<file path="src/rtl/wm_pkg.sv">
package wm_pkg;
  localparam int WM_DW    = 32;
  localparam int WM_FBW   = 8;
  localparam int WM_BPPW  = 6;
  localparam int WM_DEPW  = 6;
  localparam int WM_DLYW  = 4;
  localparam int WM_LATW  = 4;
  localparam int WM_POSTW = 4;
  localparam int WM_REFW  = 2;
  localparam int WM_PCW   = 2;
  localparam int WM_ONPOS   = 16;
  localparam int WM_LATPOS  = 16;
  localparam int WM_PRECPOS = 20;
  localparam int WM_PMAX    = 7;

  typedef enum logic [2:0] {
    ST_IDLE,
    ST_Q1,
    ST_Q2,
    ST_Q4,
    ST_Q5,
    ST_DONE
  } wm_state_e;
endpackage

</file>
<file path="src/rtl/wm_prep.sv">
module wm_prep #(
  parameter int DW    = wm_pkg::WM_DW,
  parameter int FBW   = wm_pkg::WM_FBW,
  parameter int BPPW  = wm_pkg::WM_BPPW,
  parameter int DEPW  = wm_pkg::WM_DEPW,
  parameter int POSTW = wm_pkg::WM_POSTW,
  parameter int REFW  = wm_pkg::WM_REFW,
  parameter int PCW   = wm_pkg::WM_PCW
) (
  input  logic [FBW-1:0]   mem_fb,
  input  logic [FBW-1:0]   pix_fb,
  input  logic [POSTW-1:0] pix_post,
  input  logic [REFW-1:0]  mem_ref,
  input  logic [PCW-1:0]   mem_pcode,
  input  logic [BPPW-1:0]  bpp,
  input  logic [DEPW-1:0]  fifo_depth,
  output logic [DW-1:0]    mult,
  output logic [DW-1:0]    dvs,
  output logic [2:0]       base_sh,
  output logic [DW-1:0]    num1
);
  logic [DW-1:0] m_raw, d_raw, both;
  int tz;
  logic seen;

  always_comb begin
    m_raw = DW'(mem_fb) * DW'(pix_post);
    d_raw = DW'(pix_fb) * DW'(mem_ref);
    if (bpp >= BPPW'(8)) d_raw = d_raw * DW'(bpp >> 2);

    base_sh = 3'd4 - 3'(mem_pcode);
    if (bpp == '0) base_sh = base_sh - 3'd1;

    both = m_raw | d_raw;
    tz   = 0;
    seen = 1'b0;
    for (int i = 0; i < DW; i++) begin
      if (!seen && both[i]) begin
        tz   = i;
        seen = 1'b1;
      end
    end
    mult = m_raw >> tz;
    dvs  = d_raw >> tz;
    num1 = (mult * DW'(fifo_depth)) << base_sh;
  end
endmodule

</file>
<file path="src/rtl/wm_div.sv">
module wm_div #(
  parameter int DW = wm_pkg::WM_DW
) (
  input  logic          clk,
  input  logic          rst_n,
  input  logic          go,
  input  logic [DW-1:0] num,
  input  logic [DW-1:0] den,
  output logic          busy,
  output logic          fin,
  output logic [DW-1:0] quo
);
  localparam int CW = $clog2(DW + 1);

  logic [DW-1:0] rem_q, quo_q, rem_n, quo_n;
  logic [CW-1:0] cnt_q;
  logic [DW:0]   trial, diff;
  logic          fits;

  always_comb begin
    trial = {rem_q, quo_q[DW-1]};
    diff  = trial - {1'b0, den};
    fits  = (trial >= {1'b0, den});
    rem_n = fits ? diff[DW-1:0] : trial[DW-1:0];
    quo_n = {quo_q[DW-2:0], fits};
  end

  always_ff @(posedge clk or negedge rst_n) begin
    if (!rst_n) begin
      rem_q <= '0;
      quo_q <= '0;
      cnt_q <= '0;
      busy  <= 1'b0;
      fin   <= 1'b0;
    end else begin
      fin <= 1'b0;
      if (go && !busy) begin
        rem_q <= '0;
        quo_q <= num;
        cnt_q <= CW'(DW);
        busy  <= 1'b1;
      end else if (busy) begin
        rem_q <= rem_n;
        quo_q <= quo_n;
        cnt_q <= cnt_q - CW'(1);
        if (cnt_q == CW'(1)) begin
          busy <= 1'b0;
          fin  <= 1'b1;
        end
      end
    end
  end

  assign quo = quo_q;
endmodule

</file>
<file path="src/rtl/wm_shape.sv">
module wm_shape #(
  parameter int DW   = wm_pkg::WM_DW,
  parameter int DEPW = wm_pkg::WM_DEPW,
  parameter int DLYW = wm_pkg::WM_DLYW,
  parameter int LATW = wm_pkg::WM_LATW
) (
  input  logic [DW-1:0]   mult,
  input  logic [DW-1:0]   dvs,
  input  logic [2:0]      base_sh,
  input  logic [DEPW-1:0] fifo_depth,
  input  logic [DLYW-1:0] ras_dly,
  input  logic [DLYW-1:0] pf_dly,
  input  logic [LATW-1:0] loop_lat,
  input  logic [DW-1:0]   q1,
  input  logic [DW-1:0]   q2,
  input  logic [DW-1:0]   q4,
  input  logic [DW-1:0]   q5,
  output logic [DW-1:0]   num2,
  output logic [DW-1:0]   num4,
  output logic [DW-1:0]   num5,
  output logic [DW-1:0]   on_off,
  output logic [DW-1:0]   cfg
);
  import wm_pkg::*;

  function automatic logic [DW-1:0] sh_s(input logic [DW-1:0] v, input int a);
    if (a >= 0) return v << a;
    else        return v >> (-a);
  endfunction

  int bl, prec, xs, shf, gexp;
  logic [DW-1:0] off, rr, lo, on0, msk, on_up, off_dn, on_f;

  always_comb begin
    bl = 0;
    for (int i = 0; i < DW; i++) if (q1[i]) bl = i + 1;
    if (bl <= 5)                 prec = 0;
    else if (bl - 5 > WM_PMAX)   prec = WM_PMAX;
    else                         prec = bl - 5;

    xs  = 6 - prec;
    shf = int'(base_sh) + xs;

    num2 = sh_s(mult * (DW'(fifo_depth) - DW'(1)), shf);
    num4 = sh_s(mult, shf);
    num5 = sh_s(mult, shf + 5) + dvs;

    off = q2 - (DW'(1) << base_sh);
    rr  = sh_s(DW'(ras_dly), xs) + DW'(1);
    lo  = q4 + DW'(1);
    on0 = ((lo > rr) ? lo : rr) + (rr << 1) + sh_s(DW'(pf_dly), xs);

    gexp   = (prec == WM_PMAX) ? 0 : 6 - prec;
    msk    = (DW'(1) << gexp) - DW'(1);
    on_up  = (on0 + msk) & ~msk;
    off_dn = off & ~msk;
    on_f   = (on_up >= off_dn) ? ((off - q4) & ~msk) : on_up;

    on_off = (on_f << WM_ONPOS) + off;
    cfg    = (DW'(prec) << WM_PRECPOS) | (DW'(loop_lat) << WM_LATPOS) | q5;
  end
endmodule

</file>
<file path="src/rtl/wm_fifo_watermark.sv">
module wm_fifo_watermark #(
  parameter int DW    = wm_pkg::WM_DW,
  parameter int FBW   = wm_pkg::WM_FBW,
  parameter int BPPW  = wm_pkg::WM_BPPW,
  parameter int DEPW  = wm_pkg::WM_DEPW,
  parameter int DLYW  = wm_pkg::WM_DLYW,
  parameter int LATW  = wm_pkg::WM_LATW
) (
  input  logic                          clk,
  input  logic                          rst_n,
  input  logic                          in_valid,
  output logic                          in_ready,
  input  logic [FBW-1:0]                mem_fb,
  input  logic [FBW-1:0]                pix_fb,
  input  logic [wm_pkg::WM_POSTW-1:0]   pix_post,
  input  logic [wm_pkg::WM_REFW-1:0]    mem_ref,
  input  logic [wm_pkg::WM_PCW-1:0]     mem_pcode,
  input  logic [BPPW-1:0]               bpp,
  input  logic [DEPW-1:0]               fifo_depth,
  input  logic [DLYW-1:0]               ras_dly,
  input  logic [DLYW-1:0]               pf_dly,
  input  logic [LATW-1:0]               loop_lat,
  output logic                          out_valid,
  input  logic                          out_ready,
  output logic [DW-1:0]                 on_off_word,
  output logic [DW-1:0]                 cfg_word
);
  import wm_pkg::*;

  wm_state_e state;

  logic [FBW-1:0]      c_mfb, c_pfb;
  logic [WM_POSTW-1:0] c_post;
  logic [WM_REFW-1:0]  c_ref;
  logic [WM_PCW-1:0]   c_pc;
  logic [BPPW-1:0]     c_bpp;
  logic [DEPW-1:0]     c_dep;
  logic [DLYW-1:0]     c_ras, c_pf;
  logic [LATW-1:0]     c_lat;

  logic [DW-1:0] q1_r, q2_r, q4_r, oo_r, cf_r;
  logic [DW-1:0] mult, dvs, num1, num2, num4, num5, dnum, quo, oo_n, cf_n;
  logic [2:0]    base_sh;
  logic          busy, fin, go, in_div;

  wm_prep #(.DW(DW), .FBW(FBW), .BPPW(BPPW), .DEPW(DEPW),
            .POSTW(WM_POSTW), .REFW(WM_REFW), .PCW(WM_PCW)) u_prep (
    .mem_fb(c_mfb), .pix_fb(c_pfb), .pix_post(c_post), .mem_ref(c_ref),
    .mem_pcode(c_pc), .bpp(c_bpp), .fifo_depth(c_dep),
    .mult(mult), .dvs(dvs), .base_sh(base_sh), .num1(num1)
  );

  wm_shape #(.DW(DW), .DEPW(DEPW), .DLYW(DLYW), .LATW(LATW)) u_shape (
    .mult(mult), .dvs(dvs), .base_sh(base_sh), .fifo_depth(c_dep),
    .ras_dly(c_ras), .pf_dly(c_pf), .loop_lat(c_lat),
    .q1(q1_r), .q2(q2_r), .q4(q4_r), .q5(quo),
    .num2(num2), .num4(num4), .num5(num5), .on_off(oo_n), .cfg(cf_n)
  );

  wm_div #(.DW(DW)) u_div (
    .clk(clk), .rst_n(rst_n), .go(go), .num(dnum), .den(dvs),
    .busy(busy), .fin(fin), .quo(quo)
  );

  always_comb begin
    in_div = (state == ST_Q1) || (state == ST_Q2) ||
             (state == ST_Q4) || (state == ST_Q5);
    go = in_div && !busy && !fin;
    unique case (state)
      ST_Q2:   dnum = num2;
      ST_Q4:   dnum = num4;
      ST_Q5:   dnum = num5;
      default: dnum = num1;
    endcase
  end

  always_ff @(posedge clk or negedge rst_n) begin
    if (!rst_n) begin
      state  <= ST_IDLE;
      c_mfb  <= '0;
      c_pfb  <= '0;
      c_post <= '0;
      c_ref  <= '0;
      c_pc   <= '0;
      c_bpp  <= '0;
      c_dep  <= '0;
      c_ras  <= '0;
      c_pf   <= '0;
      c_lat  <= '0;
      q1_r   <= '0;
      q2_r   <= '0;
      q4_r   <= '0;
      oo_r   <= '0;
      cf_r   <= '0;
    end else begin
      unique case (state)
        ST_IDLE: if (in_valid) begin
          c_mfb  <= mem_fb;
          c_pfb  <= pix_fb;
          c_post <= pix_post;
          c_ref  <= mem_ref;
          c_pc   <= mem_pcode;
          c_bpp  <= bpp;
          c_dep  <= fifo_depth;
          c_ras  <= ras_dly;
          c_pf   <= pf_dly;
          c_lat  <= loop_lat;
          state  <= ST_Q1;
        end
        ST_Q1: if (fin) begin
          q1_r  <= quo;
          state <= ST_Q2;
        end
        ST_Q2: if (fin) begin
          q2_r  <= quo;
          state <= ST_Q4;
        end
        ST_Q4: if (fin) begin
          q4_r  <= quo;
          state <= ST_Q5;
        end
        ST_Q5: if (fin) begin
          oo_r  <= oo_n;
          cf_r  <= cf_n;
          state <= ST_DONE;
        end
        ST_DONE: if (out_ready) state <= ST_IDLE;
        default: state <= ST_IDLE;
      endcase
    end
  end

  assign in_ready    = (state == ST_IDLE);
  assign out_valid   = (state == ST_DONE);
  assign on_off_word = oo_r;
  assign cfg_word    = cf_r;
endmodule

</file>
<file path="config.mk">
export PLATFORM = sky130hd
export DESIGN_NAME = wm_fifo_watermark
export DESIGN_NICKNAME = d
export VERILOG_FILES = /design/src/rtl/wm_pkg.sv /design/src/rtl/wm_prep.sv /design/src/rtl/wm_div.sv /design/src/rtl/wm_shape.sv /design/src/rtl/wm_fifo_watermark.sv
export SDC_FILE = /design/constraint.sdc
export NUM_CORES = 2
export LEC_CHECK = 0
export BUFFER_PORTS_ARGS = -buffer_cell sky130_fd_sc_hd__buf_2
export CAP_MARGIN = 20
export CORE_UTILIZATION = 65
export CTS_BUF_LIST = sky130_fd_sc_hd__clkbuf_16
export CTS_CLUSTER_DIAMETER = 80
export DETAILED_ROUTE_END_ITERATION = 16
export PLACE_DENSITY = 0.82
export SLEW_MARGIN = 20
export SYNTH_ARGS = -nofsm -noshare
export SYNTH_HDL_FRONTEND = slang
export SYNTH_HIERARCHICAL = 1
export SYNTH_SLANG_ARGS = --single-unit
</file>
<file path="constraint.sdc">
create_clock -name clk -period 21.8 [get_ports clk]
set_clock_uncertainty 0.1 [all_clocks]
set_input_delay 1.09 -clock clk [delete_from_list [all_inputs] [get_ports clk]]
set_output_delay 1.09 -clock clk [all_outputs]
set_load 0.02 [all_outputs]
</file>
Word level (Yosys, flattened, before mapping)
Cells that the tools add are included.
{ "word_totals": {"regBits": 283, "wordCells": 298, "output_inout_bits": 66} }
{ "classes": {"mux": 127, "bitwise": 7, "mul": 5, "shifts": 15, "n_reduce_logical": 79, "eq_ne": 13, "addsub": 22, "order_cmp": 9} }
{ "ops": {"columns": ["op", "count"], "rows": [
  ["$mux W32", 45],
  ["$add A32 B32 Y32", 5],
  ["$ge A32 B1 Y1 const B", 3],
  ["$neg A32 Y32", 3],
  ["$pmux W32 S3", 1],
  ["$shl A32 B32 Y32", 3],
  ["$shr A32 B32 Y32", 3],
  ["$mux W5", 16],
  ["$add A32 B1 Y32 const B", 2],
  ["$and A32 B32 Y32", 2],
  ["$shl A4 B32 Y32", 2],
  ["$shr A4 B32 Y32", 2],
  ["$sub A32 B32 Y32", 2],
  ["$mux W1", 39],
  ["$logic_and A1 B1 Y1", 34],
  ["$ge A33 B32 Y1", 1],
  ["$logic_not A1 Y1", 33],
  ["$mux W3", 11],
  ["$add A32 B4 Y32 const B", 1],
  ["$add A4 B32 Y32", 1],
  ["$eq A32 B4 Y1 const B", 1],
  ["$ge A32 B32 Y1", 1],
  ["$gt A32 B32 Y1", 1],
  ["$gt A32 B4 Y1 const B", 1],
  ["other kinds (43)", 64]
]} }

Logic depth before layout (Yosys ltp)
{ "depth": {"depth_word": 104, "depth_mapped": 86, "mapped_depth_nobuf": 81} }

By module
Netlist, hierarchy kept.
{ "by_module_without_submodules": {"columns": ["module", "n_inst", "cells_per_inst", "area_each_um2"], "rows": [
  ["wm_shape", 1, 3561, 24905.1],
  ["wm_fifo_watermark", 1, 668, 9326.4],
  ["wm_prep", 1, 1003, 7541.0],
  ["wm_div", 1, 589, 5064.9]
]} }

Worst setup path before layout
No wires, ideal clock.
{ "synth_path": {"kind": "flip-flop to flip-flop", "from": "reg q1_r[10]", "to": "reg oo_r[30] (netlist: on_off_word[30])", "path_buffers": 3, "t_arrival_ns": 15.718, "setup_slack_ns": 5.857, "path_stages_with_launch": 84, "period_less_slack_ns": 15.943, "path_cell_list": "dfrtp_1 or4_1 o211a_1 o21ai_2 nand2_4 a21o_1 a21boi_0 ha_1 nand2_1 a2111oi_0 nand2_1 o41ai_1 mux2_4 a21oi_2 buf_2 ha_1 inv_1 o311a_1 (+48 left out) nor2_1 ha_1 inv_1 fa_1 nor2b_1 o21ai_0 a21boi_0 o21ai_0 a21boi_0 o21ai_0 a21boi_0 o21ai_0 a21boi_0 o21ai_0 a21boi_0 nor4_1 a311o_1 mux2_2"} }
{ "synth_via": {"elab_chain_len": 40} }
{ "synth_lines": {"columns": ["element", "line_no", "source"], "rows": [
  ["start, declared", "wm_fifo_watermark.sv:41", "logic [DW-1:0] q1_r, q2_r, q4_r, oo_r, cf_r;"],
  ["start signal, assigned", "wm_fifo_watermark.sv:111", "q1_r <= quo;"],
  ["$mux W32 (*) (22 in series)", "wm_shape.sv:36", "for (int i = 0; i < DW; i++) if (q1[i]) bl = i + 1;"],
  ["$sub A32 B4 Y32", "wm_shape.sv:38, wm_shape.sv:39", null],
  ["$gt A32 B4 Y1", "wm_shape.sv:38", "else if (bl - 5 > WM_PMAX) prec = WM_PMAX;"],
  ["$mux W32", "wm_shape.sv:38", null],
  ["$mux W32 (*)", "wm_shape.sv:37", "if (bl <= 5) prec = 0;"],
  ["$sub A4 B32 Y32", "wm_shape.sv:41, wm_shape.sv:53", null],
  ["$neg A32 Y32", "wm_shape.sv:28", "else return v >> (-a);"],
  ["$shr A4 B32 Y32", "wm_shape.sv:28", null],
  ["(+3 left out)", null, null],
  ["$mux W32", "wm_shape.sv:51", "on0 = ((lo > rr) ? lo : rr) + (rr << 1) + sh_s(DW'(pf_dly), xs);"],
  ["$add A32 B32 Y32 (2 in series)", "wm_shape.sv:51", null],
  ["$add A32 B32 Y32", "wm_shape.sv:55", "on_up = (on0 + msk) & ~msk;"],
  ["$and A32 B32 Y32", "wm_shape.sv:55", null],
  ["$ge A32 B32 Y1", "wm_shape.sv:57", "on_f = (on_up >= off_dn) ? ((off - q4) & ~msk) : on_up;"],
  ["$mux W16 (*)", "wm_shape.sv:57", null],
  ["$add A32 B32 Y32 (*)", "wm_shape.sv:59", "on_off = (on_f << WM_ONPOS) + off;"],
  ["named net oo_n[30]", "wm_fifo_watermark.sv:42", "logic [DW-1:0] mult, dvs, num1, num2, num4, num5, dnum, quo, oo_n, cf_n;"],
  ["end signal, assigned", "wm_fifo_watermark.sv:123", "oo_r <= oo_n;"],
  ["end, declared", "wm_fifo_watermark.sv:41", null]
]} }
Mark *: on every way through the listed nets, which the timed path passes. The rest lies on a longest branch.
A chain may end at the register's enable or synchronous reset.

Worst setup path after layout
{ "layout_path": {"from": "reg q1_r[17]", "to": "reg oo_r[30] (netlist: on_off_word[30])"} }
{ "layout_via": {"elab_chain_len": 33} }
{ "layout_lines": {"columns": ["element", "line_no"], "rows": [
  ["$mux W32 (*) (15 in series)", "wm_shape.sv:36"],
  ["$sub A32 B4 Y32", "wm_shape.sv:38, wm_shape.sv:39"],
  ["$gt A32 B4 Y1", "wm_shape.sv:38"],
  ["$mux W32", "wm_shape.sv:38"],
  ["$mux W32 (*)", "wm_shape.sv:37"],
  ["$sub A4 B32 Y32", "wm_shape.sv:41, wm_shape.sv:53"],
  ["$neg A32 Y32", "wm_shape.sv:28"],
  ["$shr A4 B32 Y32", "wm_shape.sv:28"],
  ["(+3 left out)", null],
  ["$mux W32", "wm_shape.sv:51"],
  ["$add A32 B32 Y32 (2 in series)", "wm_shape.sv:51"],
  ["$add A32 B32 Y32", "wm_shape.sv:55"],
  ["$and A32 B32 Y32", "wm_shape.sv:55"],
  ["$ge A32 B32 Y1", "wm_shape.sv:57"],
  ["$mux W16 (*)", "wm_shape.sv:57"],
  ["$add A32 B32 Y32 (*)", "wm_shape.sv:59"],
  ["named net oo_n[30]", "wm_fifo_watermark.sv:42"]
]} }
Marked as above.

==> insert_results.sql <==
INSERT INTO impl_metrics (metric_group, metric, value, unit) VALUES
('logic_synthesis', 'yosys_register_bits', '283', ''),
('placed_design', 'dp.cells', '6667', ''),
('floorplan', 'die_w', '270', 'um'),
('finish', 'final_nets', '6422', ''),
('detailed_routing', 'post_drt_via_cell_ratio', '6.71', ''),
('logic_synthesis', 'ys_seq_area_share', '15.1', '%'),
('clock_tree', 'cts.sinks', '283', ''),
('finish', 'multiInputGateArea', '0.0370', 'mm2'),
('setup_path', 'endpoint', 'on_off_word[30]', ''),
('run_status', 'outcome', 'complete, no violations', ''),
('placed_design', 'gpl.final_weighted_congestion', '1.09', ''),
('finish', 'syn2layout_area_growth', '4.40', '%'),
('floorplan', 'std_cell_rows', '98', ''),
('setup_path', 'path_max_fanout', '38', ''),
('sta', 'final_slew_viol_count', '0', ''),
('finish', 'finish.cell_count_without_fillers', '6726', ''),
('setup_path', 'worst-path-stages', '81', ''),
('setup_path', 'crit_type', 'register to register', ''),
('floorplan', 'floorplan.die_area', '0.0731', 'mm2'),
('setup_path', 'reg2reg_depth', '81', ''),
('detailed_routing', 'wl', '156', 'mm'),
('detailed_routing', 'avgRoutedWirePerCell', '23.1', 'um'),
('clock_tree', 'cts_inserted_buffers', '31', ''),
('logic_synthesis', 'synth.cell_area', '0.0468', 'mm2'),
('sta', 'layout_setup_ws', '3.82', 'ns'),
('clock_tree', 'ctsHtreeMaxLevel', '1', ''),
('floorplan', 'height_of_the_die', '270', 'um'),
('global_route', 'grt_use_total', '41.4', '%'),
('sta', 'max_slew.worst_pin.slew', '1.23', 'ns'),
('sta', 'min_period', '17.98', 'ns'),
('detailed_routing', 'drc', '0', ''),
('setup_path', 'cpMaxStageDelayCell', 'sky130_fd_sc_hd__a21oi_2', ''),
('logic_synthesis', 'syn-instance-count', '5821', ''),
('setup_path', 'cp_num_buf_inv', '6', ''),
('setup_path', 'worst_r2r_endpoint', 'on_off_word[30]', ''),
('global_route', 'grt_pass1_wl', '240', 'mm'),
('floorplan', 'start_util', '65.6', '%'),
('logic_synthesis', 'edff_count_synth', '0', ''),
('setup_path', 'critical_path.reg2reg.startpoint', 'q1_r[17]', ''),
('detailed_routing', 'drtAntennaViolNets', '0', ''),
('logic_synthesis', 'ys.flop_type', 'sky130_fd_sc_hd__dfrtp_1', ''),
('setup_path', 'critPathLaunchType', 'register', ''),
('logic_synthesis', 'synth-async-reset-ratio', '100', '%'),
('placed_design', 'post-place-ws', '4.12', 'ns'),
('sta', 'setup-tns-final', '0', 'ns'),
('finish', 'nFillCells', '5826', ''),
('clock_tree', 'cts.reportedPaths.clkPinSlew', '0.07', 'ns'),
('placed_design', 'count_of_buffers_inserted_at_the_top_level_ports', '117', ''),
('global_route', 'number_of_global_route_vias_before_repair', '42700', ''),
('clock_tree', 'resized_cells_post_cts', '0', ''),
('detailed_routing', 'detailed_router_s_first_iteration_violation_count', '6050', ''),
('clock_tree', 'worst_skew_pair.late_latency', '0.61', 'ns'),
('clock_tree', 'buffers_inserted_during_post_cts_setup_optimization', '0', ''),
('sta', 'maxClockFrequency', '55.6', 'MHz'),
('setup_path', 'critical-path-top-cell-by-count', 'sky130_fd_sc_hd__o21ai_0', ''),
('floorplan', 'core-area', '0.0714', 'mm2'),
('setup_path', 'slowest_delay', '0.75', 'ns'),
('clock_tree', 'clk_root_buffer_cell', 'sky130_fd_sc_hd__clkbuf_16', ''),
('placed_design', 'place_hpwl', '117', 'mm'),
('sta', 'timing.max_slew.rel_slack', '16.9', '%'),
('global_route', 'grt_max_degree', '160', ''),
('clock_tree', 'clk_path_buf_depth', '3', ''),
('finish', 'area.sequential', '0.00709', 'mm2'),
('logic_synthesis', 'synthesis.area_per_instance', '8.05', 'um2'),
('floorplan', 'pin_count', '118', ''),
('setup_path', 'worst_ep_arrival_time', '18.37', 'ns'),
('setup_path', 'required', '22.19', 'ns'),
('detailed_routing', 'drt_pre_antenna_iters', '11', ''),
('detailed_routing', 'route.vias.total', '45100', ''),
('run', 'timing.max_cap.violations', '0', ''),
('sta', 'grt_setup_unrepaired', 'false', '');
how the worst min path moves through the flow:
| stage | start | to | slack (ns) | cells after the start |
|---|---|---|---|---|
| 2_1_floorplan | u_div/cnt_q[5] | u_div/fin | 0.34 | 1 |
| 3_3_place_gp | state[2] | state[1] | 0.33 | 1 |
| 3_5_place_dp | state[2] | state[1] | 0.34 | 1 |
| 4_1_cts | state[2] | state[1] | 0.35 | 1 |
| 5_1_grt | rst_n | on_off_word[10] | 0.33 | 1 |
| 6_report | rst_n | on_off_word[10] | 0.30 | 1 |
Yosys cell counts (171+ instances only):
library cell                 n  area (um2)
sky130_fd_sc_hd__mux2i_1   179        1790
sky130_fd_sc_hd__ha_1      348        4350
sky130_fd_sc_hd__a21oi_1   377        1890
sky130_fd_sc_hd__fa_1      270        5410
sky130_fd_sc_hd__mux2_2    227        2560
sky130_fd_sc_hd__clkbuf_1  237         890
sky130_fd_sc_hd__dfrtp_1   283        7080
sky130_fd_sc_hd__xnor2_1   171        1500
sky130_fd_sc_hd__inv_1     376        1410
sky130_fd_sc_hd__nand2_1   625        2350
sky130_fd_sc_hd__nor2_1    430        1610
sky130_fd_sc_hd__o21ai_0   365        1830
per-layer routing:
metal / up-vias / track usage (%) / share of wire [%]
met2: 2779 / 63.5 / 43
met5: - / 0 / 0.049
met4: 12 / 23.7 / 6.8
li1: 20200 / - / -
met1: 21500 / 53.7 / 39
met3: 643 / 9.44 / 11
metrics by stage:
step / area [um2] / hold WS [ns]
CTS: 48900 / 0.347
floorplan: 47200 / 0.345
finish: 48900 / 0.302
detailed placement: 47900 / 0.338
global route: 48900 / 0.331
global placement: 47900 / 0.328
flip-flops by register name, summed over array words and instances (netlist names):
register     cells
cfg_word        32
on_off_word     32
q1_r            32
q2_r            32
q4_r            32
u_div/quo       32
u_div/rem_q     32
c_mfb            8
c_pfb            8
c_bpp            6
c_dep            6
u_div/cnt_q      6
c_lat            4
c_pf             4
c_post           4
c_ras            4
state            3
c_pc             2
c_ref            2
u_div/busy       1
u_div/fin        1
worst register-to-register path, delay by kind of cell (launching register included):
family,cells,cell delay (ns)
AOI/OAI and AO/OA,45,9.30
and+or+nand+nor,14,2.03
xor gates and xnor gates,1,0.16
adders and majority gates,11,3.74
muxes,4,1.18
DFF,1,0.43
buffers and inverters,6,0.97
final cells by class:
cell class                 instances  area share, %
multi-input combinational       4866           75.7
sequential                       283           14.5
inverter                         381           2.93
tap                              950           2.43
timing repair buffer             189           2.41
clock buffer                      31           1.59
clock inverter                    25          0.427
antenna                            1        0.00512
cells in the final DEF (no fill, tap or decap), types with 123 or more instances in the layout:
cell type and count:
sky130_fd_sc_hd__xnor2_1 159, sky130_fd_sc_hd__dfrtp_1 279, sky130_fd_sc_hd__mux2_2 227, sky130_fd_sc_hd__nand2_1 625
sky130_fd_sc_hd__nor2_1 429, sky130_fd_sc_hd__nor2b_1 123, sky130_fd_sc_hd__inv_1 382, sky130_fd_sc_hd__mux2i_1 179
sky130_fd_sc_hd__o21ai_0 364, sky130_fd_sc_hd__and2_1 170, sky130_fd_sc_hd__fa_1 269, sky130_fd_sc_hd__ha_1 346
sky130_fd_sc_hd__a21oi_1 377
kinds of logic after synthesis:
family	Yosys count	synth area share [%]
compound gates	1471	20.3
other cells	3	0.0240
mux	434	10.4
buf+inv	771	7.13
fa+ha+maj	619	20.9
simple gates	1988	21.3
flops	283	15.1
xor+xnor	252	4.87
Power is left out: the tool's default activity adds up to more than one toggle a clock period on the data nets, which glitch-free logic cannot reach.
